[src/rtl/supmon_pkg.sv]
package supmon_pkg;

    localparam int REG_W     = 8;
    localparam int N_CH      = 2;
    localparam int CH_ANA    = 0;
    localparam int CH_DIG    = 1;
    localparam int BIT_EN    = 0;
    localparam int BIT_TRIP  = 3;
    localparam int BIT_FLAG  = 5;
    localparam int BIT_STAT  = 6;

    localparam logic [REG_W-1:0] RSVD_ONES = 8'h86;

    typedef enum logic [1:0] {
        TRIP_RSV_A = 2'b00,
        TRIP_HIGH  = 2'b01,
        TRIP_LOW   = 2'b10,
        TRIP_RSV_B = 2'b11
    } trip_e;

    typedef struct packed {
        logic  enable;
        trip_e trip;
    } ctrl_t;

    typedef enum logic [1:0] {
        HO_IDLE  = 2'b00,
        HO_ALARM = 2'b01,
        HO_COUNT = 2'b10
    } hold_state_e;

    localparam ctrl_t CTRL_RESET = '{enable: 1'b0, trip: TRIP_RSV_B};

    function automatic ctrl_t decode_ctrl(input logic [REG_W-1:0] d);
        ctrl_t c;
        c.enable = d[BIT_EN];
        c.trip   = trip_e'(d[BIT_TRIP +: 2]);
        return c;
    endfunction

    function automatic logic [REG_W-1:0] encode_read(input ctrl_t c,
                                                     input logic flag,
                                                     input logic stat);
        logic [REG_W-1:0] v;
        v = RSVD_ONES;
        v[BIT_EN]        = c.enable;
        v[BIT_TRIP +: 2] = c.trip;
        v[BIT_FLAG]      = flag;
        v[BIT_STAT]      = stat;
        return v;
    endfunction

endpackage

[src/rtl/supmon_filter.sv]
module supmon_filter #(
    parameter int SYNC_STAGES = 2,
    parameter int FILT_CYCLES = 16
) (
    input  logic clk,
    input  logic rst,
    input  logic enable,
    input  logic raw_i,
    output logic sync_o,
    output logic good_o
);
    localparam int CNT_W = (FILT_CYCLES < 2) ? 1 : $clog2(FILT_CYCLES);
    localparam logic [CNT_W-1:0] LAST = CNT_W'(FILT_CYCLES - 1);

    logic [SYNC_STAGES-1:0] sync_q;
    logic [CNT_W-1:0]       low_cnt_q;
    logic                   good_q;

    generate
        if (SYNC_STAGES == 1) begin : g_one
            always_ff @(posedge clk) begin
                if (rst) sync_q <= '1;
                else     sync_q <= raw_i;
            end
        end else begin : g_chain
            always_ff @(posedge clk) begin
                if (rst) sync_q <= '1;
                else     sync_q <= {sync_q[SYNC_STAGES-2:0], raw_i};
            end
        end
    endgenerate

    assign sync_o = sync_q[SYNC_STAGES-1];

    always_ff @(posedge clk) begin
        if (rst || !enable) begin
            low_cnt_q <= '0;
            good_q    <= 1'b1;
        end else if (sync_o) begin
            low_cnt_q <= '0;
            good_q    <= 1'b1;
        end else if (low_cnt_q == LAST) begin
            good_q    <= 1'b0;
        end else begin
            low_cnt_q <= low_cnt_q + 1'b1;
        end
    end

    assign good_o = good_q;

    // a high synchronized sample always leaves the filter good
    p_high_is_good_r4: assert property (@(posedge clk) disable iff (rst)
        (enable && sync_o) |=> good_o);

    // the filtered level only drops after a low synchronized sample
    p_drop_needs_low_r4: assert property (@(posedge clk) disable iff (rst)
        $fell(good_o) |-> !$past(sync_o));

endmodule

[src/rtl/supmon_holdoff.sv]
module supmon_holdoff
    import supmon_pkg::*;
#(
    parameter int HOLD_CYCLES = 12_500_000
) (
    input  logic clk,
    input  logic rst,
    input  logic enable,
    input  logic any_filt_low,
    input  logic any_sync_low,
    input  logic wr_en,
    input  logic wr_flag,
    output logic flag_o
);
    localparam int CNT_W = (HOLD_CYCLES < 2) ? 1 : $clog2(HOLD_CYCLES);
    localparam logic [CNT_W-1:0] LAST = CNT_W'(HOLD_CYCLES - 1);

    hold_state_e      state_q, state_d;
    logic [CNT_W-1:0] cnt_q, cnt_d;

    always_comb begin
        state_d = state_q;
        cnt_d   = '0;
        if (!enable) begin
            state_d = HO_IDLE;
        end else if (any_filt_low) begin
            state_d = HO_ALARM;
        end else if (wr_en) begin
            state_d = wr_flag ? HO_COUNT : HO_IDLE;
        end else if (state_q != HO_IDLE) begin
            if (any_sync_low) begin
                state_d = HO_COUNT;
            end else if (cnt_q == LAST) begin
                state_d = HO_IDLE;
            end else begin
                state_d = HO_COUNT;
                cnt_d   = cnt_q + 1'b1;
            end
        end
    end

    always_ff @(posedge clk) begin
        if (rst) begin
            state_q <= HO_IDLE;
            cnt_q   <= '0;
        end else begin
            state_q <= state_d;
            cnt_q   <= cnt_d;
        end
    end

    assign flag_o = (state_q != HO_IDLE);

    // a filtered low while enabled raises the flag
    p_set_on_low_r5: assert property (@(posedge clk) disable iff (rst)
        (enable && any_filt_low) |=> flag_o);

    // the flag never falls while a filtered input was low
    p_no_clear_low_r8: assert property (@(posedge clk) disable iff (rst)
        $fell(flag_o) |-> !$past(any_filt_low));

    // the hold-off count stays inside its window
    p_cnt_bound_r6: assert property (@(posedge clk) disable iff (rst)
        cnt_q <= LAST);

    // a synchronized low during hold-off keeps the flag and zeroes the count
    p_dip_restart_r7: assert property (@(posedge clk) disable iff (rst)
        (enable && flag_o && !any_filt_low && any_sync_low && !wr_en)
        |=> (flag_o && cnt_q == '0));

    // a disabled monitor leaves the flag clear
    p_disabled_idle_r10: assert property (@(posedge clk) disable iff (rst)
        !enable |=> !flag_o);

endmodule

[src/rtl/supmon_regs.sv]
module supmon_regs
    import supmon_pkg::*;
(
    input  logic             clk,
    input  logic             rst,
    input  logic             wr_en,
    input  logic [REG_W-1:0] wr_data,
    input  logic             flag,
    input  logic             stat,
    output ctrl_t            ctrl_o,
    output logic [REG_W-1:0] rd_data
);
    ctrl_t ctrl_q;
    logic  unused_wr_bits;

    assign unused_wr_bits = ^{wr_data[7], wr_data[BIT_STAT], wr_data[BIT_FLAG], wr_data[2:1]};

    always_ff @(posedge clk) begin
        if (rst)        ctrl_q <= CTRL_RESET;
        else if (wr_en) ctrl_q <= decode_ctrl(wr_data);
    end

    assign ctrl_o  = ctrl_q;
    assign rd_data = encode_read(ctrl_q, flag, stat);

    // a write reaches the trip-select field on the next cycle
    p_trip_write_r2: assert property (@(posedge clk) disable iff (rst)
        wr_en |=> (ctrl_o.trip == $past(wr_data[BIT_TRIP +: 2])));

endmodule

[src/rtl/supmon_irq_ctrl.sv]
module supmon_irq_ctrl
    import supmon_pkg::*;
#(
    parameter int SYNC_STAGES = 2,
    parameter int FILT_CYCLES = 16,
    parameter int HOLD_CYCLES = 12_500_000
) (
    input  logic       clk,
    input  logic       rst,
    input  logic       wr_en,
    input  logic [7:0] wr_data,
    output logic [7:0] rd_data,
    input  logic       dig_good_i,
    input  logic       ana_good_i,
    output logic [1:0] trip_sel_o,
    input  logic       irq_en_i,
    output logic       irq_o
);
    ctrl_t           ctrl;
    logic            flag;
    logic [N_CH-1:0] raw_in, sync_in, good_in;

    assign raw_in[CH_ANA] = ana_good_i;
    assign raw_in[CH_DIG] = dig_good_i;

    generate
        for (genvar ch = 0; ch < N_CH; ch++) begin : g_ch
            supmon_filter #(
                .SYNC_STAGES (SYNC_STAGES),
                .FILT_CYCLES (FILT_CYCLES)
            ) u_filt (
                .clk    (clk),
                .rst    (rst),
                .enable (ctrl.enable),
                .raw_i  (raw_in[ch]),
                .sync_o (sync_in[ch]),
                .good_o (good_in[ch])
            );
        end
    endgenerate

    supmon_holdoff #(
        .HOLD_CYCLES (HOLD_CYCLES)
    ) u_hold (
        .clk          (clk),
        .rst          (rst),
        .enable       (ctrl.enable),
        .any_filt_low (~&good_in),
        .any_sync_low (~&sync_in),
        .wr_en        (wr_en),
        .wr_flag      (wr_data[BIT_FLAG]),
        .flag_o       (flag)
    );

    supmon_regs u_regs (
        .clk     (clk),
        .rst     (rst),
        .wr_en   (wr_en),
        .wr_data (wr_data),
        .flag    (flag),
        .stat    (good_in[CH_DIG]),
        .ctrl_o  (ctrl),
        .rd_data (rd_data)
    );

    assign trip_sel_o = ctrl.trip;
    assign irq_o      = flag & irq_en_i;

endmodule

[config.mk]
export PLATFORM = sky130hd
export DESIGN_NAME = supmon_irq_ctrl
export DESIGN_NICKNAME = d
export VERILOG_FILES = /design/src/rtl/supmon_pkg.sv /design/src/rtl/supmon_filter.sv /design/src/rtl/supmon_holdoff.sv /design/src/rtl/supmon_regs.sv /design/src/rtl/supmon_irq_ctrl.sv
export SDC_FILE = /design/constraint.sdc
export NUM_CORES = 1
export LEC_CHECK = 0
export BUFFER_PORTS_ARGS = -buffer_cell sky130_fd_sc_hd__buf_2
export CAP_MARGIN = 0
export CORE_ASPECT_RATIO = 2
export CORE_MARGIN = 4
export CORE_UTILIZATION = 51
export DETAILED_ROUTE_END_ITERATION = 12
export PLACE_DENSITY_LB_ADDON = 0.12
export SETUP_SLACK_MARGIN = 0.15
export SYNTH_ARGS = -nofsm -noshare
export SYNTH_HDL_FRONTEND = slang
export SYNTH_HIERARCHICAL = 1
export SYNTH_SLANG_ARGS = --single-unit
[constraint.sdc]
create_clock -name clk -period 1.8 [get_ports clk]
set_clock_uncertainty 0.1 [all_clocks]
set_input_delay 0 -clock clk [delete_from_list [all_inputs] [get_ports clk]]
set_output_delay 0 -clock clk [all_outputs]
set_load 0.005 [all_outputs]
## After elaboration in Yosys (flattened, before gate mapping)

Cells that the tools add are included.

- Bits in registers: 43
- Input port bits: 14
- Output and inout bits: 11
- Logic and storage cells: 40

- $add $sub $neg: 3
- Equal/unequal tests: 4
- Multiplexer cells: 6
- Bitwise logic cells: 5
- Reduce and logical (&&, ||, !) cells: 11

Operator list:

| operator | number |
|---|---|
| $add 24x1->24 const B | 1 |
| $eq 24x24->1 const B | 1 |
| $mux 2 | 5 |
| $add 4x1->4 const B | 2 |
| $eq 4x4->1 const B | 2 |
| $reduce_or 7->1 | 1 |
| $reduce_or 2->1 | 3 |
| $not 1->1 | 4 |
| $reduce_and 2->1 | 2 |
| $reduce_bool 2->1 | 2 |
| $ne 3x3->1 const B | 1 |
| $reduce_or 3->1 | 1 |
| $and 1x1->1 | 1 |
| $logic_not 1->1 | 1 |
| $logic_or 1x1->1 | 1 |
| $mux 1 | 1 |

## Longest topological paths before layout

- Depth in word-level cells: 6
- Depth in mapped cells: 7
- Depth with buffers taken out: 5

## Hierarchy

The synthesis kept the hierarchy.

Modules (own cells, without submodules):

| module | times used | cells an instance | area each (µm²) | seq. area each (µm²) |
|---|---|---|---|---|
| supmon_holdoff | 1 | 142 | 1242.4 | 520.5 |
| supmon_filter | 2 | 25 | 255.2 | 140.1 |
| supmon_regs | 1 | 18 | 167.7 | 60.1 |
| supmon_irq_ctrl | 1 | 3 | 13.8 | 0.0 |

## Worst setup path before layout

OpenSTA, ideal clock, no wires.

- Path kind: register to register
- From: register u_hold.cnt_q[0]
- To: register u_hold.cnt_q[22]
- Library setup time: 0.070 ns
- Arrival time: 1.744 ns
- Data required time: 1.630 ns
- Path slack: -0.114 ns
- Cell stages (with the launch flop): 7
- Path buffers: 1
- Clock period less this slack: 1.914 ns
- Cell sequence: dfxtp_1 -> ha_1 -> and4_1 -> buf_2 -> nand3_1 -> or4_1 -> a21oi_1

- Word-level cells in the longest chain between the ends: 2
- Elaborated cells on any way between the ends: 3
- Those cells by class: 1 x add/sub; 1 x eq/ne; 1 x reduce/logical

Ends and longest elaborated chain:

| element | RTL line | source |
|---|---|---|
| start: declaration | supmon_holdoff.sv:19 | `logic [CNT_W-1:0] cnt_q, cnt_d;` |
| start signal: assignment | supmon_holdoff.sv:48 | `cnt_q <= cnt_d;` |
| branches (longest 2 deep; another with $add 24x1->24) | n/a |  |

Several ways; the timed one is not identified.
A chain may end at the register's enable or synchronous reset.

## Worst setup path after layout

- From: register u_hold.cnt_q[3]
- To: register u_hold.cnt_q[23]

Same word-level chain as after synthesis.

==> results.sh <==
export IMPL_comb_power_share=0.042
export IMPL_synth_edf_count=0
export IMPL_switching_share=0.230
export IMPL_utilization=0.706
export IMPL_antenna_found_initial=0
export IMPL_gp_congestion=0.826
export IMPL_synth_async_sr_flop_share=0
export IMPL_cp_common_cell="sky130_fd_sc_hd__or4_4"
export IMPL_timing_critical_path_fanout_max=7
export IMPL_p_switching_mw=0.380
export IMPL_timing_critical_path_slowest_stage_cell="sky130_fd_sc_hd__or4_4"
export IMPL_cell_types_occupying_the_most_area_after_synthesis="sky130_fd_sc_hd__dfxtp_1 45%, sky130_fd_sc_hd__nor2_1 4.9%, sky130_fd_sc_hd__buf_4 3.9%"
export IMPL_area_delta_synth_final_pct=33.1
export IMPL_worst_ep_required_time_ns=1.93
export IMPL_cts_num_sinks=43
export IMPL_vias=1716
export IMPL_avgSynthCellArea_um2=9.08
export IMPL_post_synth_fa_ha_maj_area_fraction=0.0194
export IMPL_number_of_cts_inserted_buffers=5
export IMPL_clkPwrFrac=0.375
export IMPL_period_share=1.01
export IMPL_die_width_um=51.5
export IMPL_synthDominantAreaCellType="sky130_fd_sc_hd__dfxtp_1"
export IMPL_htree_levels=2
export IMPL_post_drt_wl_per_cell_um=15.1
export IMPL_top_post_synthesis_cells_by_count="43 x sky130_fd_sc_hd__dfxtp_1, 25 x sky130_fd_sc_hd__nor2_1, 14 x sky130_fd_sc_hd__nand3_1, 12 x sky130_fd_sc_hd__a21oi_1, 11 x sky130_fd_sc_hd__nand2_1"
export IMPL_worst_path_clk_slew_ns=0.09
export IMPL_grt_ovfl_total=0
export IMPL_critical_path_endpoint_type="flop"
export IMPL_finalHoldViolations=0
export IMPL_synth_mux_area_fraction=0.0155
export IMPL_grtUsageTotal=0.196
export IMPL_area_sequential_um2=877
export IMPL_crit_type="flop to flop"
export IMPL_synth_top_family_by_area="simple AND/OR/NAND/NOR gates"
export IMPL_final_nets=277
export IMPL_violated_checks="negative setup slack"
export IMPL_final_setup_worst_slack_ns=-0.0232
export IMPL_initial_core_util=0.531
export IMPL_fin_total_pwr_mw=1.65
export IMPL_yosysSeqAreaShare=0.445
export IMPL_clk_path_buf_depth=2
export IMPL_drt_first_iter_violations=39
export IMPL_worst_skew_pair_late_latency_ns=0.30
export IMPL_cp_depth=4
export IMPL_avgViaCountPerCell=5.54
export IMPL_max_incr_delay_on_cp_ns=0.59
export IMPL_max_clock_freq_ghz=0.548
export IMPL_die_area_um2=4900
export IMPL_synth_simple_gate_area_share=0.291
export IMPL_power_internal_mw=1.27
export IMPL_fp_dieH_um=95.1
export IMPL_nFillCells=306
export IMPL_critPathTopFamily="simple AND/OR/NAND/NOR gates"
export IMPL_run_status="finished, violations left"
export IMPL_synth_compound_area_share=0.100
export IMPL_power_density_nw_per_um2=641
export IMPL_multiInputGateArea_um2=1100
export IMPL_cell_with_the_most_instances_after_synthesis="sky130_fd_sc_hd__dfxtp_1"
export IMPL_hold_class="primary input to flop"
export IMPL_floorplan_io_pins=25
export IMPL_synthXorXnorAreaFrac=0.0589
export IMPL_critPathBufInv=0
export IMPL_synthFlopType="sky130_fd_sc_hd__dfxtp_1"
export IMPL_critical_path_cell_chain="nand3_4, or4_4, or4_4, a21oi_2"
export IMPL_count_of_mapped_cells_out_of_synthesis=213
export IMPL_ir_worst_vdd_mv=0.677
export IMPL_share_seq_of_total_power=0.583
export IMPL_drt_first_pass_iters=4
export IMPL_lkg_pwr_nw=0.918
export IMPL_finish_instance_area_um2=2570
export IMPL_min_path_cells=4
export IMPL_post_synth_top_area_fraction=0.445
export IMPL_final_sum_of_negative_setup_slack_ns=-0.0232
export IMPL_timing_max_cap_violations=0
export IMPL_placed_cells=278
export IMPL_first_global_vias=1735
export IMPL_drt_drc_violations_left=0
export IMPL_synthDistinctLibCells=44
export IMPL_netlist_area_um2=1930
export IMPL_crit_path_start_kind="flop"
export IMPL_worst_ep_arrival_time_ns=1.96
export IMPL_finalNonFillerCells=310
export IMPL_global_route_wire_length_before_repair_um=7370
export IMPL_finalSetupViolCount=1
export IMPL_setup_repair_after_global_routing_missed_its_margin="true"
export IMPL_cts_root_buffer="sky130_fd_sc_hd__clkbuf_8"
export IMPL_finalWirelength_um=4670
export IMPL_portBuffers=17
export IMPL_timing_max_transition_violations_final=0
export IMPL_core_region_area_um2=3650
export IMPL_ys_ff_latch=43
export IMPL_n_antenna_cell=0
export IMPL_ant_nets=0
export IMPL_r2r_cells=4
export IMPL_yosysWarnings=6
export IMPL_min_tclk_post_route_ns=1.82
export IMPL_pin_count_of_the_biggest_net_entering_global_routing=25
export IMPL_clock_tree_from_tritoncts="done"
export IMPL_drive_above_1_share=0.326
export IMPL_place_hpwl_um=2800
export IMPL_std_cell_rows=31
export IMPL_dpl_instance_area_um2=2120
metal layers:
layer	vias up	global-route usage	routed length (um)	share of wire
met4	0	0.101	154	0.033
met5	-	0	0	0
met2	31	0.353	2670	0.57
met1	828	0.204	1710	0.37
met3	15	0.0438	129	0.028
li1	842	-	-	-
power by group through the flow:
stage	logic, mW	clock network [mW]	registers, mW
finish	0.0700	0.619	0.962
global route	0.0771	0.671	0.964
detailed placement	0.0411	0	0.986
floorplan	0.0282	0	0.985
global placement	0.0402	0	0.985
CTS	0.0652	0.630	0.962
area by class of cell:
class	count	share of cell area
Clock buffer	5	0.0267
Clock inverter	3	0.00777
Inverter	5	0.00875
Multi-Input combinational cell	153	0.429
Sequential cell	43	0.341
Tap cell	49	0.0238
Timing Repair Buffer	52	0.164
state kept, by name (all words and copies together), names as in the netlist:
| register | count |
|---|---|
| u_hold/cnt_q | 24 |
| u_hold/state_q | 2 |
| g_ch.u_filt/sync_q | 4 |
| g_ch.u_filt/good_o | 2 |
| u_regs/ctrl_o | 3 |
| g_ch.u_filt/low_cnt_q | 8 |
stage by stage:
| step | setup WS, ns | hold slack (ns) |
|---|---|---|
| finish | -0.0232 | 0.0487 |
| floorplan | 0.116 | -0.0276 |
| detailed placement | 0.0120 | 0.0850 |
| global route | -0.0540 | 0.0935 |
| CTS | 0.0181 | 0.0173 |
| global placement | 0.0527 | 0.0829 |
path summary, 6_finish.rpt:
kind	slack [ns]	endpoint	startpoint
hold reg to reg	0.32	g_ch[1].u_filt/sync_q[1]	g_ch[1].u_filt/sync_q[0]
setup reg to reg	-0.02	u_hold/cnt_q[23]	u_hold/cnt_q[3]
setup / recovery	-0.02	u_hold/cnt_q[23]	u_hold/cnt_q[3]
hold / removal	0.05	u_hold/state_q[1]	wr_en
worst reg2reg max path: stages, from the launching register on:
cell and delay, ns:
sky130_fd_sc_hd__dfxtp_2 0.36, sky130_fd_sc_hd__nand3_4 0.09, sky130_fd_sc_hd__or4_4 0.59, sky130_fd_sc_hd__or4_4 0.44, sky130_fd_sc_hd__a21oi_2 0.17
kinds of logic after synthesis:
logic type	after synthesis
and+or+nand+nor	99
DFF	43
AOI/OAI and AO/OA	31
buffers and inverters	20
xor gates and xnor gates	13
adders and majority gates	3
muxes	3
other	1
cell usage in the layout, fill, tap and decap left out, types with 5 or more instances in the layout:
master                          instances
sky130_fd_sc_hd__buf_2                 17
sky130_fd_sc_hd__or4_1                  6
sky130_fd_sc_hd__buf_4                 17
sky130_fd_sc_hd__dfxtp_2                7
sky130_fd_sc_hd__xor2_1                 6
sky130_fd_sc_hd__clkbuf_8               5
sky130_fd_sc_hd__nor2_1                25
sky130_fd_sc_hd__nand3_1               12
sky130_fd_sc_hd__nor3_1                 7
sky130_fd_sc_hd__xnor2_1                7
sky130_fd_sc_hd__a21oi_1               10
sky130_fd_sc_hd__nand2_1               11
sky130_fd_sc_hd__dlygate4sd3_1         13
sky130_fd_sc_hd__dfxtp_1               34
repair_timing:
item | in CTS | in global routing
cloned | 1 | 2
gates resized for setup | 8 | 27
setup endpoints to repair | 24 | 24
hold endpoints to repair | 9 | 0
setup buffers | 3 | 5
hold buffers | 13 | 0
pin swaps | 2 | 9
(Power assumes the default switching activity.)
